File: config.mk
export PLATFORM = sky130hd
export DESIGN_NAME = wp_cmd_seq
export DESIGN_NICKNAME = d
export VERILOG_FILES = /design/src/rtl/wp_cmd_seq.sv
export SDC_FILE = /design/constraint.sdc
export NUM_CORES = 1
export LEC_CHECK = 0
export BUFFER_PORTS_ARGS = -buffer_cell sky130_fd_sc_hd__buf_2
export CORE_MARGIN = 2
export CORE_UTILIZATION = 40
export CTS_CLUSTER_DIAMETER = 150
export DETAILED_ROUTE_END_ITERATION = 6
export PLACE_DENSITY_LB_ADDON = 0.2
export SLEW_MARGIN = 0
export SYNTH_ARGS = -nofsm -noshare
export SYNTH_HDL_FRONTEND = slang
export SYNTH_SLANG_ARGS = --single-unit
File: constraint.sdc
create_clock -name clk -period 1.38 [get_ports clk]
set_input_delay 0.069 -clock clk [delete_from_list [all_inputs] [get_ports clk]]
set_output_delay 0.069 -clock clk [all_outputs]
set_load 0.05 [all_outputs]
File: src/rtl/wp_cmd_seq.sv
module wp_cmd_seq #(
  parameter int AW = 19,
  parameter int DW = 8,
  parameter int KEY_AW = 15,
  parameter logic [KEY_AW-1:0] KEY_A = 'h5555,
  parameter logic [KEY_AW-1:0] KEY_B = 'h2AAA,
  parameter logic [DW-1:0] BYTE_1 = 'hAA,
  parameter logic [DW-1:0] BYTE_2 = 'h55,
  parameter logic [DW-1:0] BYTE_LOCK = 'hA0,
  parameter logic [DW-1:0] BYTE_MID = 'h80,
  parameter logic [DW-1:0] BYTE_FREE = 'h20
) (
  input  logic          clk,
  input  logic          rst_n,
  input  logic          wr_stb,
  input  logic [AW-1:0] wr_addr,
  input  logic [DW-1:0] wr_data,
  input  logic          load_expire,
  input  logic          prog_done,
  output logic          protect_on,
  output logic          cmd_mark,
  output logic          discard_mark
);

  typedef enum logic [2:0] {
    ST_IDLE, ST_K1, ST_K2, ST_D3, ST_D4, ST_D5, ST_OPEN
  } step_t;

  step_t step_q, step_nx;
  logic  prot_q, pend_set, pend_clr;
  logic  is_cmd, set_req, clr_req;

  wire at_a = (wr_addr[KEY_AW-1:0] == KEY_A);
  wire at_b = (wr_addr[KEY_AW-1:0] == KEY_B);
  wire hit1 = at_a && (wr_data == BYTE_1);
  wire hit2 = at_b && (wr_data == BYTE_2);
  wire hit_lock = at_a && (wr_data == BYTE_LOCK);
  wire hit_mid  = at_a && (wr_data == BYTE_MID);
  wire hit_free = at_a && (wr_data == BYTE_FREE);

  always_comb begin
    step_nx = ST_IDLE;
    is_cmd  = 1'b0;
    set_req = 1'b0;
    clr_req = 1'b0;
    unique case (step_q)
      ST_IDLE: if (hit1) begin step_nx = ST_K1; is_cmd = 1'b1; end
      ST_K1:   if (hit2) begin step_nx = ST_K2; is_cmd = 1'b1; end
      ST_K2: begin
        if (hit_lock) begin
          step_nx = ST_OPEN; is_cmd = 1'b1; set_req = 1'b1;
        end else if (hit_mid) begin
          step_nx = ST_D3; is_cmd = 1'b1;
        end
      end
      ST_D3:   if (hit1) begin step_nx = ST_D4; is_cmd = 1'b1; end
      ST_D4:   if (hit2) begin step_nx = ST_D5; is_cmd = 1'b1; end
      ST_D5: begin
        if (hit_free) begin
          step_nx = ST_OPEN; is_cmd = 1'b1; clr_req = 1'b1;
        end
      end
      ST_OPEN: step_nx = ST_OPEN;
      default: step_nx = ST_IDLE;
    endcase
  end

  assign cmd_mark     = wr_stb && is_cmd;
  assign discard_mark = wr_stb && !is_cmd && prot_q && (step_q != ST_OPEN);
  assign protect_on   = prot_q;

  always_ff @(posedge clk) begin
    if (!rst_n) begin
      step_q   <= ST_IDLE;
      prot_q   <= 1'b0;
      pend_set <= 1'b0;
      pend_clr <= 1'b0;
    end else begin
      if (load_expire)  step_q <= ST_IDLE;
      else if (wr_stb)  step_q <= step_nx;
      if (prog_done) begin
        if (pend_set) prot_q <= 1'b1;
        if (pend_clr) prot_q <= 1'b0;
        pend_set <= 1'b0;
        pend_clr <= 1'b0;
      end
      if (wr_stb && set_req) begin pend_set <= 1'b1; pend_clr <= 1'b0; end
      if (wr_stb && clr_req) begin pend_clr <= 1'b1; pend_set <= 1'b0; end
    end
  end

endmodule

==> flow_summary_export.csv <==
group,metric,value,unit
worst_setup_path,setup.worst_path.end_class,"primary output",
final_layout,stdcell_area,1160,sq um
floorplanning,die_w,45.7,microns
grt,grtUsageTotal,0.247,
power_and_ir_drop,clkPwrFrac,0.355,
detailed_routing,drcViolationCount,0,
place,port_buffers,30,
worst_setup_path,path_max_fanout,2,
worst_setup_path,critPathTopFamily,"simple AND/OR/NAND/NOR gates",
power_and_ir_drop,leakagePower,0.547,nW
logic_synthesis,yosys.area.top_type,"dfxtp_1",
clock_network,cts_tree,"done",
power_and_ir_drop,peakVddDrop,0.000313,V
timing,setup_viol,5,
timing,setup_tns,-1.19,ns
worst_setup_path,worstPathCellList,"nor4b_4, and4b_4, nor3b_4, a221oi_2, and3b_2, buf_6",
timing,min_period,1.88,ns
grt,grt_max_degree,11,
worst_setup_path,worstPathRequired,1.31,ns
logic_synthesis,synth_top_area_frac,0.173,
outcome,failed_checks,"negative setup slack",
final_layout,diodes,0,
logic_synthesis,synthArstFlopShare,0,
worst_setup_path,cp-startpoint,"step_q[2]",
clock_network,cts_buffer_depth,2,
logic_synthesis,synth_area,694,sq um
worst_setup_path,crit_end,"discard_mark",
logic_synthesis,synth_edf_count,0,
flow_run,cap_violations,0,
logic_synthesis,syn-instance-count,79,
timing,final-hold-violation-count,0,
place,placed_cells,150,
outcome,outcome,"finished, violations left",
final_layout,instances_no_fill,154,
floorplanning,core,1670,sq um
final_layout,final_nets,171,
timing,skew,0.00402,ns
floorplanning,io-pin-count,35,
detailed_routing,finalWirelength,2.22,mm
worst_setup_path,cp_slowest_cell,"dfxtp_2",
detailed_routing,drt_pass1_iterations,4,
place,dpl.hpwl,1.80,mm
clock_network,root_buffer,"clkbuf_4",
worst_setup_path,r2r_cells,7,
power_and_ir_drop,internal-power,0.000350,W
floorplanning,initial_core_util,0.416,
logic_synthesis,synth_area_leaders,"dfxtp_1 17%, nand4b_4 6.8%, nor2_1 4.3%, and4bb_2 3.6%, nor4b_4 3.4%",
logic_synthesis,yosysWarningCount,0,
final_layout,n_fill_cell,145,
timing,fmax,0.533,GHz
worst_setup_path,critical-path-max-stage-delay,0.33,ns
clock_network,clkTransAtPathRegs,0.05,ns
worst_setup_path,rrSetupSlack,-0.14,ns
timing,rsz0062_at_grt,"yes",
worst_setup_path,worst-path-stages,6,
clock_network,cts_sinks,6,
worst_setup_path,timing.rr.end,"step_q[0]",
power_and_ir_drop,seq_power_share,0.358,
worst_hold_path,holdCritPathClass,"in -> reg",
logic_synthesis,syn-num-nets,111,
detailed_routing,drt_iter0_drc,12,
logic_synthesis,yosysSeqAreaShare,0.173,
place,gp_congestion,0.806,
detailed_routing,vias,888,
final_layout,final_common_cell,"buf_2",
clock_network,h-tree-depth,1,
detailed_routing,final_antenna_net_count,0,
clock_network,numCtsBuffers,3,
floorplanning,fp-row-count,15,
logic_synthesis,ys.flop_type,"dfxtp_1",
timing,timing.final.crit_share,1.36,
worst_setup_path,path_buf_inv,1,
clock_network,hold_buffers,0,
final_layout,utilization,0.692,
grt,grt_first_pass_wirelength,3.65,mm
power_and_ir_drop,swShare,0.287,
power_and_ir_drop,combPwrFrac,0.287,
worst_setup_path,arrival,1.81,ns
detailed_routing,wl_per_cell,14.4,microns
power_and_ir_drop,p_switching,0.000141,W
logic_synthesis,ys_seq_elements,6,
final_layout,area_growth,66.5,%
worst_setup_path,start_kind,"flip-flop",
grt,grt_pass1_vias,855,
grt,antenna_found_initial,0,
place,place_area,1070,sq um
clock_network,clock_latency,0.25,ns
detailed_routing,viasPerCell,5.77,
worst_setup_path,r2r_start,"step_q[2]",
worst_setup_path,critPathKind,"reg -> out",
timing,slew-limit-headroom,0.769,
grt,grt_overflow_total,0,
floorplanning,die_y,45.7,microns
timing,tightest_slew,0.346,ns
timing,setup_ws,-0.497,ns
timing,report.final.slew_viol_count,0,
logic_synthesis,avgSynthCellArea,8.79,sq um
final_layout,drive_gt1_frac,0.620,
place,dpl_worst_slack,-0.358,ns
final_layout,mostFrequentLayoutCells,"28 x buf_2, 24 x buf_4, 8 x nor2_1",
power_and_ir_drop,power_density,425,nW/um^2
logic_synthesis,ys_types,43,
floorplanning,fp.dieArea,2090,sq um
[logic make-up (layout without fill, tap and decap cells)]
logic type | after synthesis | in the layout | share of synthesized area
flops | 6 | 6 | 0.173
simple gates | 48 | 48 | 0.575
compound gates | 18 | 18 | 0.198
buf+inv | 7 | 65 | 0.0541
[power groups by stage]
stage               Combinational (W)  Sequential (W)  Clock, W
global route                 0.000154        0.000176  0.000187
finish                       0.000141        0.000176  0.000174
global placement             0.000129        0.000179         0
floorplan                   0.0000437        0.000179         0
CTS                          0.000139        0.000176  0.000173
detailed placement           0.000135        0.000179         0
[worst reg2reg max path: cells and delay by family (launching register included)]
kind	cells	cell delay, ns
AOI/OAI and AO/OA	2	0.30
buffers and inverters	2	0.32
DFF	1	0.33
and+or+nand+nor	3	0.49
[worst min-delay path by stage]
stage	from	endpoint	slack, ns	cells past startpoint
floorplan	rst_n	protect_on	0.21	2
global placement	prog_done	protect_on	0.33	3
CTS	prog_done	protect_on	0.08	3
finish	prog_done	protect_on	0.08	3
global route	prog_done	protect_on	0.09	3
detailed placement	prog_done	protect_on	0.34	3
[synthesized netlist by cell type (all sizes together), types with 2 or more instances]
cell,count
nor3,3
nand4b,3
or2b,2
dfxtp,6
o211ai,2
and3,2
nor2,8
buf,2
nor4b,4
a21boi,2
nand2,3
nor4,3
and4b,3
nand4,3
nand3,3
and4bb,2
o21ai,2
inv,5
a32o,2
a21oi,4
[layout make-up]
| class | instances | area, sq um | area share |
|---|---|---|---|
| clock buffer | 3 | 22.5 | 0.0195 |
| inverter | 5 | 18.8 | 0.0162 |
| timing repair buffer | 57 | 377 | 0.326 |
| sequential | 6 | 123 | 0.106 |
| multi-input combinational | 66 | 594 | 0.514 |
| tap | 17 | 21.3 | 0.0184 |
[metal layers]
metal	wire length, microns	GRT usage	share of wire
met3	86	0.0675	0.039
met2	1210	0.451	0.55
met5	0	0	0
met1	883	0.263	0.40
met4	34	0.100	0.015
[repair_timing]
| item | in CTS | in global routing |
|---|---|---|
| gates resized for setup | 12 | 5 |
| pin swaps | 2 | 7 |
| endpoints found under the setup margin | 7 | 7 |
| setup buffers | 2 | 1 |
[registers in the layout, summed over array words and instances (netlist names)]
signal,cells
step_q,3
pend_clr,1
pend_set,1
protect_on,1
[through the flow]
stage	total power, W	hold slack (ns)
2_1_floorplan	0.000223	0.211
3_5_place_dp	0.000314	0.338
6_report	0.000491	0.0826
5_1_grt	0.000516	0.0932
3_3_place_gp	0.000308	0.328
4_1_cts	0.000488	0.0817
No activity file was read; power rests on OpenSTA's default activity.
